**config.mk**
```make
export PLATFORM = sky130hd
export DESIGN_NAME = grp_irq_ctrl
export DESIGN_NICKNAME = d
export VERILOG_FILES = /design/src/rtl/grp_irq_pkg.sv /design/src/rtl/irq_src_detect.sv /design/src/rtl/irq_flag_bank.sv /design/src/rtl/irq_svc_ctrl.sv /design/src/rtl/grp_irq_ctrl.sv
export SDC_FILE = /design/constraint.sdc
export NUM_CORES = 1
export LEC_CHECK = 0
export ABC_AREA = 1
export BUFFER_PORTS_ARGS = -buffer_cell sky130_fd_sc_hd__buf_4
export CAP_MARGIN = 25
export CORE_MARGIN = 3
export CORE_UTILIZATION = 46
export CTS_CLUSTER_DIAMETER = 30
export DETAILED_ROUTE_END_ITERATION = 16
export PLACE_DENSITY = 0.86
export SLEW_MARGIN = 20
export SYNTH_ARGS = -nofsm -noshare
export SYNTH_HDL_FRONTEND = slang
export SYNTH_SLANG_ARGS = --single-unit
```
**constraint.sdc**
```tcl
create_clock -name clk -period 0.8 [get_ports clk]
set_input_delay 0.16 -clock clk [delete_from_list [all_inputs] [get_ports clk]]
set_output_delay 0.16 -clock clk [all_outputs]
set_load 0.1 [all_outputs]
```
**src/rtl/grp_irq_pkg.sv**
```systemverilog
// Shared constants and types for the grouped interrupt controller.
// Assumes a 3-bit register model: control {group req, group en, global en}
// and one source-flag bit per event input.
package grp_irq_pkg;
    localparam int         AMP_CNT_DEF  = 2;
    localparam int         SYNC_DEF     = 2;
    localparam int         VEC_W_DEF    = 8;
    localparam logic [7:0] SVC_VEC_DEF  = 8'h18;

    // Bit positions within the control register
    localparam int CTL_GIE   = 0;
    localparam int CTL_GEN   = 1;
    localparam int CTL_GREQ  = 2;
    localparam int CTL_BITS  = 3;

    // Register select codes
    localparam logic SEL_CTRL = 1'b0;
    localparam logic SEL_SRC  = 1'b1;

    typedef enum logic [1:0] {
        EDGE_RISE = 2'd0,
        EDGE_FALL = 2'd1,
        EDGE_BOTH = 2'd2
    } edge_kind_e;
endpackage

```
**src/rtl/irq_src_detect.sv**
```systemverilog
// Synchronizes one asynchronous event input and flags a selected edge kind.
// Assumes SYNC_STAGES >= 2. The event is a one-cycle pulse, valid the cycle
// after the synchronized value changes relative to its registered copy.
module irq_src_detect
    import grp_irq_pkg::*;
#(
    parameter int         SYNC_STAGES = SYNC_DEF,
    parameter edge_kind_e KIND        = EDGE_FALL
) (
    input  logic clk,
    input  logic rst_n,
    input  logic din,
    output logic evt
);
    localparam int TOP = SYNC_STAGES - 1;

    logic [TOP:0] sync_q;
    logic         last_q;
    logic         cur;

    // Shift the input through the synchronizer and keep the previous value
    always_ff @(posedge clk) begin
        if (!rst_n) begin
            sync_q <= '0;
            last_q <= 1'b0;
        end else begin
            sync_q <= {sync_q[TOP-1:0], din};
            last_q <= sync_q[TOP];
        end
    end

    assign cur = sync_q[TOP];

    // Select the edge comparison for the configured kind
    generate
        if (KIND == EDGE_FALL) begin : g_fall
            assign evt = last_q & ~cur;
        end else if (KIND == EDGE_RISE) begin : g_rise
            assign evt = ~last_q & cur;
        end else begin : g_both
            assign evt = last_q ^ cur;
        end
    endgenerate
endmodule

```
**src/rtl/irq_flag_bank.sv**
```systemverilog
// Per-source pending flags. Software writes load the whole bank;
// hardware events OR in afterwards so that a set wins over a clear.
// Servicing has no effect here.
module irq_flag_bank #(
    parameter int N = 3
) (
    input  logic         clk,
    input  logic         rst_n,
    input  logic [N-1:0] evt,
    input  logic         wr_en,
    input  logic [N-1:0] wr_data,
    output logic [N-1:0] flags
);
    genvar i;
    generate
        for (i = 0; i < N; i++) begin : g_bit
            // One flop per source: load on write, then apply the hardware set
            always_ff @(posedge clk) begin
                if (!rst_n) begin
                    flags[i] <= 1'b0;
                end else begin
                    flags[i] <= (wr_en ? wr_data[i] : flags[i]) | evt[i];
                end
            end
        end
    endgenerate
endmodule

```
**src/rtl/irq_svc_ctrl.sv**
```systemverilog
// Holds the global enable, group enable and group request, and decides
// on the vectored call. Assumes stack_full is registered by its driver.
// The service clear overrides a software write; a hardware event
// overrides both for the group request.
module irq_svc_ctrl (
    input  logic clk,
    input  logic rst_n,
    input  logic any_evt,
    input  logic wr_en,
    input  logic wr_gie,
    input  logic wr_gen,
    input  logic wr_greq,
    input  logic stack_full,
    output logic gie,
    output logic gen,
    output logic greq,
    output logic call_req
);
    logic take;
    logic gie_d;
    logic gen_d;
    logic greq_d;

    // Call decision: every condition is sampled in the same cycle
    assign take = gie & gen & greq & ~stack_full;

    // Next-state priority: write, then service clear, then hardware set
    always_comb begin
        gie_d  = wr_en ? wr_gie  : gie;
        gen_d  = wr_en ? wr_gen  : gen;
        greq_d = wr_en ? wr_greq : greq;
        if (take) begin
            gie_d  = 1'b0;
            greq_d = 1'b0;
        end
        greq_d = greq_d | any_evt;
    end

    // Register the enables, the request and the one-cycle call strobe
    always_ff @(posedge clk) begin
        if (!rst_n) begin
            gie      <= 1'b0;
            gen      <= 1'b0;
            greq     <= 1'b0;
            call_req <= 1'b0;
        end else begin
            gie      <= gie_d;
            gen      <= gen_d;
            greq     <= greq_d;
            call_req <= take;
        end
    end
endmodule

```
**src/rtl/grp_irq_ctrl.sv**
```systemverilog
// Top of the grouped interrupt controller. It instantiates one falling-edge
// detector per amplifier input and a both-edge detector for the comparator,
// the source flag bank and the service controller. It also provides the
// register read mux and the wake output. Inputs are asynchronous.
module grp_irq_ctrl
    import grp_irq_pkg::*;
#(
    parameter int         NUM_AMP  = AMP_CNT_DEF,
    parameter int         SYNC_LEN = SYNC_DEF,
    parameter int         VEC_W    = VEC_W_DEF,
    parameter logic [7:0] SVC_VEC  = SVC_VEC_DEF,
    localparam int        NUM_SRC  = NUM_AMP + 1,
    localparam int        REG_W    = (NUM_SRC > CTL_BITS) ? NUM_SRC : CTL_BITS
) (
    input  logic               clk,
    input  logic               rst_n,
    input  logic [NUM_AMP-1:0] amp_in,
    input  logic               cmp_in,
    input  logic               stack_full,
    input  logic               sleep_mode,
    input  logic               reg_we,
    input  logic               reg_addr,
    input  logic [REG_W-1:0]   reg_wdata,
    output logic [REG_W-1:0]   reg_rdata,
    output logic               call_req,
    output logic [VEC_W-1:0]   call_vec,
    output logic               wake
);
    logic [NUM_SRC-1:0] src_evt;
    logic [NUM_SRC-1:0] src_flags;
    logic               gie;
    logic               gen;
    logic               greq;
    logic               wr_ctrl;
    logic               wr_src;

    genvar k;
    generate
        for (k = 0; k < NUM_AMP; k++) begin : g_amp
            irq_src_detect #(
                .SYNC_STAGES (SYNC_LEN),
                .KIND        (EDGE_FALL)
            ) u_det (
                .clk   (clk),
                .rst_n (rst_n),
                .din   (amp_in[k]),
                .evt   (src_evt[k])
            );
        end
    endgenerate

    irq_src_detect #(
        .SYNC_STAGES (SYNC_LEN),
        .KIND        (EDGE_BOTH)
    ) u_cmp_det (
        .clk   (clk),
        .rst_n (rst_n),
        .din   (cmp_in),
        .evt   (src_evt[NUM_SRC-1])
    );

    assign wr_ctrl = reg_we & (reg_addr == SEL_CTRL);
    assign wr_src  = reg_we & (reg_addr == SEL_SRC);

    irq_flag_bank #(
        .N (NUM_SRC)
    ) u_flags (
        .clk     (clk),
        .rst_n   (rst_n),
        .evt     (src_evt),
        .wr_en   (wr_src),
        .wr_data (reg_wdata[NUM_SRC-1:0]),
        .flags   (src_flags)
    );

    irq_svc_ctrl u_svc (
        .clk        (clk),
        .rst_n      (rst_n),
        .any_evt    (|src_evt),
        .wr_en      (wr_ctrl),
        .wr_gie     (reg_wdata[CTL_GIE]),
        .wr_gen     (reg_wdata[CTL_GEN]),
        .wr_greq    (reg_wdata[CTL_GREQ]),
        .stack_full (stack_full),
        .gie        (gie),
        .gen        (gen),
        .greq       (greq),
        .call_req   (call_req)
    );

    // Read mux: zero-extend whichever register is selected
    always_comb begin
        reg_rdata = '0;
        if (reg_addr == SEL_CTRL) begin
            reg_rdata[CTL_GIE]  = gie;
            reg_rdata[CTL_GEN]  = gen;
            reg_rdata[CTL_GREQ] = greq;
        end else begin
            reg_rdata[NUM_SRC-1:0] = src_flags;
        end
    end

    assign call_vec = VEC_W'(SVC_VEC);

    // Wake whenever anything is pending while the core sleeps
    assign wake = sleep_mode & (greq | (|src_flags));
endmodule

```
==> impl_metrics.tcl, run 1 <==
set metrics [dict create \
    status "complete, but fails checks" \
    violations "setup timing" \
    finalHoldViolCount 0 \
    cts_hold_buf 0 \
    p_per_area_nw_per_um2 1980 \
    place_hpwl_um 976 \
    ys_async_sr_fraction_pct 0 \
    rsz0062_at_grt "yes" \
    drive_gt1_share_pct 42.3 \
    fin_util_pct 76.0 \
    yosysUniqueCellTypes 13 \
    grt_pass1_vias 579 \
    ys.flop_type "dfxtp_1" \
    netlist_top_cells_area "dfxtp_1 46%, nand2_1 16%, inv_1 12%" \
    clkSinkCount 16 \
    worstRegToRegCells 5 \
    synth_cells 102 \
    synth_common_cells "30 x nand2_1, 23 x inv_1, 16 x dfxtp_1" \
    grt_pass1_wl_um 2330 \
    viasPerCell 4.47 \
    synth.yosys.warnings 0 \
    h-tree-depth 1 \
    ys_ff_latch 16 \
    syn-cell-area_sq_um 702 \
    firstDrtPassIters 4 \
    fin_nets 136 \
    antenna_left 0 \
    power_leakage_nw 0.572 \
    cp-start-kind "register" \
    drtIter0Drc 3 \
    die_h_um 45.1 \
    routedWlPerCell_um 11.0 \
    vias 617 \
    port_buffers 16 \
    totalPowerFinal_mw 2.06 \
    wirelength_um 1520 \
    yosysMostFrequentCell "nand2_1" \
    cts.reportedPaths.clkPinSlew_ns 0.09 \
    drv_slew 0 \
    antennaDiodeCount 0 \
    period_minus_slack_ns 1.30 \
    place_congestion 0.788 \
    slowest_delay_ns 0.36 \
    dieArea_sq_um 2030 \
    overflow 0 \
    coreArea_sq_um 1370 \
    whs_path_depth 3 \
    setup_viol 7 \
    cts_made_buffers 3 \
    yosysTopAreaCellShare_pct 45.6 \
    synth_top_cell_by_area "dfxtp_1" \
    syn_avg_cell_area_sq_um 6.88 \
    seq_area_frac_synth_pct 45.6 \
    worstPathArrival_ns 1.14 \
    path_class "register to output pin" \
    hold_class "input port to register" \
    track_usage_pct 15.8 \
    fin_worst_skew_ns 0.00123 \
    die_w_um 45.1 \
    io_pins 25 \
    drc_errors 0 \
    dp_slack_ns -0.225 \
    fmax_mhz 772 \
    cpMaxStageDelayCell "dfxtp_4" \
    path_cells "nor3_4, a21boi_4, buf_12" \
    rows 13 \
    setup_ws_ns -0.496 \
    cts_tree "yes" \
    cts-root-buf "clkbuf_4" \
    areaGrowthSynthToFinish_pct 48.0 \
    clk_latency_ns 0.28 \
    vdd_drop_max_mv 1.30 \
    worstPathMaxFanout 2 \
    grt_max_degree 15 \
    antenna_found_initial 0 \
    endpoint_kind "output pin" \
    fin_crit_sh_pct 162 \
    cap_violations 0 \
    clk_path_buf_depth 2 \
    synth_edf_count 0 \
    required_ns 0.64 \
    floorplan.initialDensity_pct 51.4 \
]
## per-layer routing
metal / part of all wire, % / vias to the layer above / GRT usage [%]
met5: 0 / - / 0
met4: 0.39 / 0 / 5.26
met3: 5.4 / 2 / 2.39
met2: 53 / 22 / 30.8
met1: 41 / 268 / 17.0
li1: - / 325 / -
## critical path, delay by kind of cell (launching register included)
| family | cells | cell delay [ns] |
|---|---|---|
| compound gates | 1 | 0.09 |
| flops | 1 | 0.36 |
| simple gates | 1 | 0.23 |
| buf+inv | 1 | 0.17 |
## sequential cells by signal (all words and copies together), names as in the netlist
register	count
g_amp.u_det.last_q	2
g_amp.u_det.sync_q	4
u_svc.call_req	1
u_svc.greq	1
u_flags.flags	3
u_svc.gie	1
u_svc.gen	1
u_cmp_det.last_q	1
u_cmp_det.sync_q	2
## area by class of cell
class | instances | area (sq um)
clock buffer | 4 | 36.3
fill | 100 | 328
inverter | 23 | 88.8
multi-input combinational | 60 | 343
sequential | 16 | 335
tap | 15 | 18.8
timing repair buffer | 20 | 216
## layout by cell type, fill, tap and decap left out, types with 3 or more instances in the layout
master	instances
buf_12	5
buf_4	14
clkbuf_4	3
conb_1	8
dfxtp_1	8
dfxtp_2	6
inv_1	20
nand2_1	24
nand2_2	8
nor2_1	5
o21ai_4	3
## cell families (layout without fill, tap and decap cells)
logic type | count (synthesis) | in the layout | share of synthesized area [%]
other | 2 | 8 | 1.07
flip-flops | 16 | 16 | 45.6
buffers and inverters | 32 | 47 | 21.9
AND/OR/NAND/NOR | 43 | 43 | 24.6
AO/OA/AOI/OAI | 9 | 9 | 6.77
## through the flow
step                      std cells  hold WS, ns  TNS, ns  area (sq um)
after global routing            138       0.0681    -2.27          1040
after CTS                       137       0.0499    -1.82          1010
after global placement          133        0.344    -1.29           876
final                           138       0.0496    -1.95          1040
after floorplan                 108        0.258    -1.11           782
after detailed placement        133        0.349    -1.42           876
## where the power goes
| group | switching, mW | internal, mW |
|---|---|---|
| combinational | 0.457 | 0.199 |
| clock | 0.259 | 0.277 |
| sequential | 0.0294 | 0.839 |
## repair_timing
| action | 4_1_cts | 5_1_grt |
|---|---|---|
| setup endpoints to repair | 7 | 10 |
| buffers inserted | 1 | 1 |
| pin swaps | 7 | 1 |
| resized for setup | 25 | 8 |
## final timing paths
path                             startpoint                                  end  slack [ns]
max reg2reg           u_svc.greq$_SDFF_PN0_                u_svc.greq$_SDFF_PN0_       -0.06
max             u_flags.flags[1]$_SDFF_PN0_                                 wake       -0.50
min                               amp_in[1]  g_amp[1].u_det.sync_q[0]$_SDFF_PN0_        0.05
min reg2reg  u_cmp_det.sync_q[0]$_SDFF_PN0_       u_cmp_det.sync_q[1]$_SDFF_PN0_        0.42
No activity file was read; power rests on OpenSTA's default activity.
==> run 2, diff against run 1 <==
--- a/config.mk
+++ b/config.mk
@@ -13,4 +13,5 @@
 export CTS_CLUSTER_DIAMETER = 30
 export DETAILED_ROUTE_END_ITERATION = 16
+export GPL_TIMING_DRIVEN = 0
 export PLACE_DENSITY = 0.86
 export SLEW_MARGIN = 20
==> constraint.sdc (replaced) <==
create_clock -name clk -period 0.8 [get_ports clk]
set_input_delay 0.16 -clock clk [delete_from_list [all_inputs] [get_ports clk]]
set_output_delay 0.16 -clock clk [all_outputs]
set_load 0.005 [all_outputs]
==> run 2 against run 1 <==
The flow still finishes with violations (setup timing). Power down 25%. Final area down 9.2%. Core utilization down 7.0 points. Sequential cell count unchanged. Sequential power about the same. Critical path type unchanged. Combinational power down 58%. Clock power down 25%.
==> impl_metrics.tcl, run 2 (synthesis results as in run 1) <==
set metrics [dict create \
    fmax_mhz 854 \
    dp_slack_ns -0.0653 \
    grt_pass1_wl_um 2200 \
    period_minus_slack_ns 1.17 \
    reg.largest.list "g_amp.u_det.sync_q (4), u_flags.flags (3)" \
    clk_path_buf_depth 2 \
    worstPathBufferInverterCount 1 \
    cpMaxStageDelayCell "dfxtp_2" \
    die_w_um 45.1 \
    cts_hold_buf 0 \
    coreArea_sq_um 1370 \
    antenna_found_initial 0 \
    hold_class "input port to register" \
    rows 13 \
    h-tree-depth 1 \
    totalPowerFinal_mw 1.54 \
    drc_errors 0 \
    io_pins 25 \
    slowest_delay_ns 0.34 \
    wirelength_um 1300 \
    p_per_area_nw_per_um2 1630 \
    fin_crit_sh_pct 146 \
    viasPerCell 4.31 \
    largest_reg_flops 4 \
    port_buffers 16 \
    timing.hold.ws_ns 0.0582 \
    drive_gt1_share_pct 42.2 \
    die_h_um 45.1 \
    fill_cells 125 \
    cap_violations 0 \
    antenna_left 0 \
    drv_slew 0 \
    status "complete, but fails checks" \
    routedWlPerCell_um 9.08 \
    cts.reportedPaths.clkPinSlew_ns 0.08 \
    violations "setup timing" \
    rsz0062_at_grt "yes" \
    cts_made_buffers 3 \
    whs_path_depth 3 \
    power_leakage_nw 0.559 \
    grt_max_degree 11 \
    path_class "register to output pin" \
    vdd_drop_max_mv 1.33 \
    cp_top_family "flip-flops" \
    worstRegToRegCells 5 \
    clkSinkCount 16 \
    track_usage_pct 15.3 \
    place_congestion 0.830 \
    fin_nets 142 \
    cp-start-kind "register" \
    grt_pass1_vias 561 \
    cp.depth 3 \
    dieArea_sq_um 2030 \
    vias 617 \
    setup_ws_ns -0.372 \
    worstPathArrival_ns 1.01 \
    finalHoldViolCount 0 \
    areaGrowthSynthToFinish_pct 34.4 \
    overflow 0 \
    place_hpwl_um 995 \
    antennaDiodeCount 0 \
    regMostFlops "g_amp.u_det.sync_q" \
    required_ns 0.64 \
    fin_worst_skew_ns 0.000393 \
    endpoint_kind "output pin" \
    worstPathMaxFanout 3 \
    layout_common_cells "26 x nand2_1, 26 x buf_4, 19 x inv_1" \
    path_cells "nor3_2, a21boi_1, buf_4" \
    firstDrtPassIters 5 \
    cts_tree "yes" \
    clk_latency_ns 0.28 \
    drtIter0Drc 14 \
    cts-root-buf "clkbuf_4" \
    setup_viol 5 \
    floorplan.initialDensity_pct 51.4 \
]
==> run 2: cell type report <==
cell class | count | area [sq um] | share of cell area, %
well taps | 15 | 18.8 | 1.99
flip-flops and latches | 16 | 333 | 35.3
clock buffers | 3 | 22.5 | 2.39
plain buffers | 9 | 67.6 | 7.16
inverters | 23 | 88.8 | 9.42
multi-input cells | 60 | 285 | 30.2
repair buffers | 17 | 128 | 13.5
==> run 2: per-stage QoR <==
step,cell area (sq um),std cells,util [%],setup TNS [ns]
after global placement,863,139,63.2,-0.0730
after detailed placement,863,139,63.2,-0.102
final,943,143,69.0,-1.24
after global routing,943,143,69.0,-1.51
after floorplan,724,108,-,0
after CTS,910,142,66.6,-1.18
==> run 2: worst paths after layout <==
check	from	end	slack, ns
max reg2reg	u_svc.gen$_SDFFE_PN0P_	u_svc.greq$_SDFF_PN0_	0.01
min	amp_in[1]	g_amp[1].u_det.sync_q[0]$_SDFF_PN0_	0.06
max	u_flags.flags[1]$_SDFF_PN0_	wake	-0.37
min reg2reg	g_amp[1].u_det.sync_q[0]$_SDFF_PN0_	g_amp[1].u_det.sync_q[1]$_SDFF_PN0_	0.41
==> run 2: per-layer routing <==
| layer | GRT usage (%) | wire length (um) | up-vias |
|---|---|---|---|
| li1 | - | - | 332 |
| met5 | 0 | 0 | - |
| met3 | 4.38 | 138 | 2 |
| met1 | 15.3 | 500 | 259 |
| met2 | 27.7 | 640 | 24 |
| met4 | 8.77 | 21 | 0 |
==> run 2: tightest hold or removal path: stages <==
cell,delay (ns)
buf_4,0.07
nand2_1,0.04
inv_1,0.04
==> run 2: power breakdown <==
part | switching (mW) | internal, mW | leakage [nW]
Clock | 0.225 | 0.174 | 0.0138
Sequential | 0.0261 | 0.843 | 0.135
Combinational | 0.129 | 0.144 | 0.410
Total | 0.380 | 1.16 | 0.559
==> run 2: repair_timing <==
item | in CTS | in global routing
gates cloned | 0 | 0
gates resized for setup | 18 | 11
buffers inserted | 0 | 1
pin swaps | 3 | 6
endpoints found under the setup margin | 7 | 10
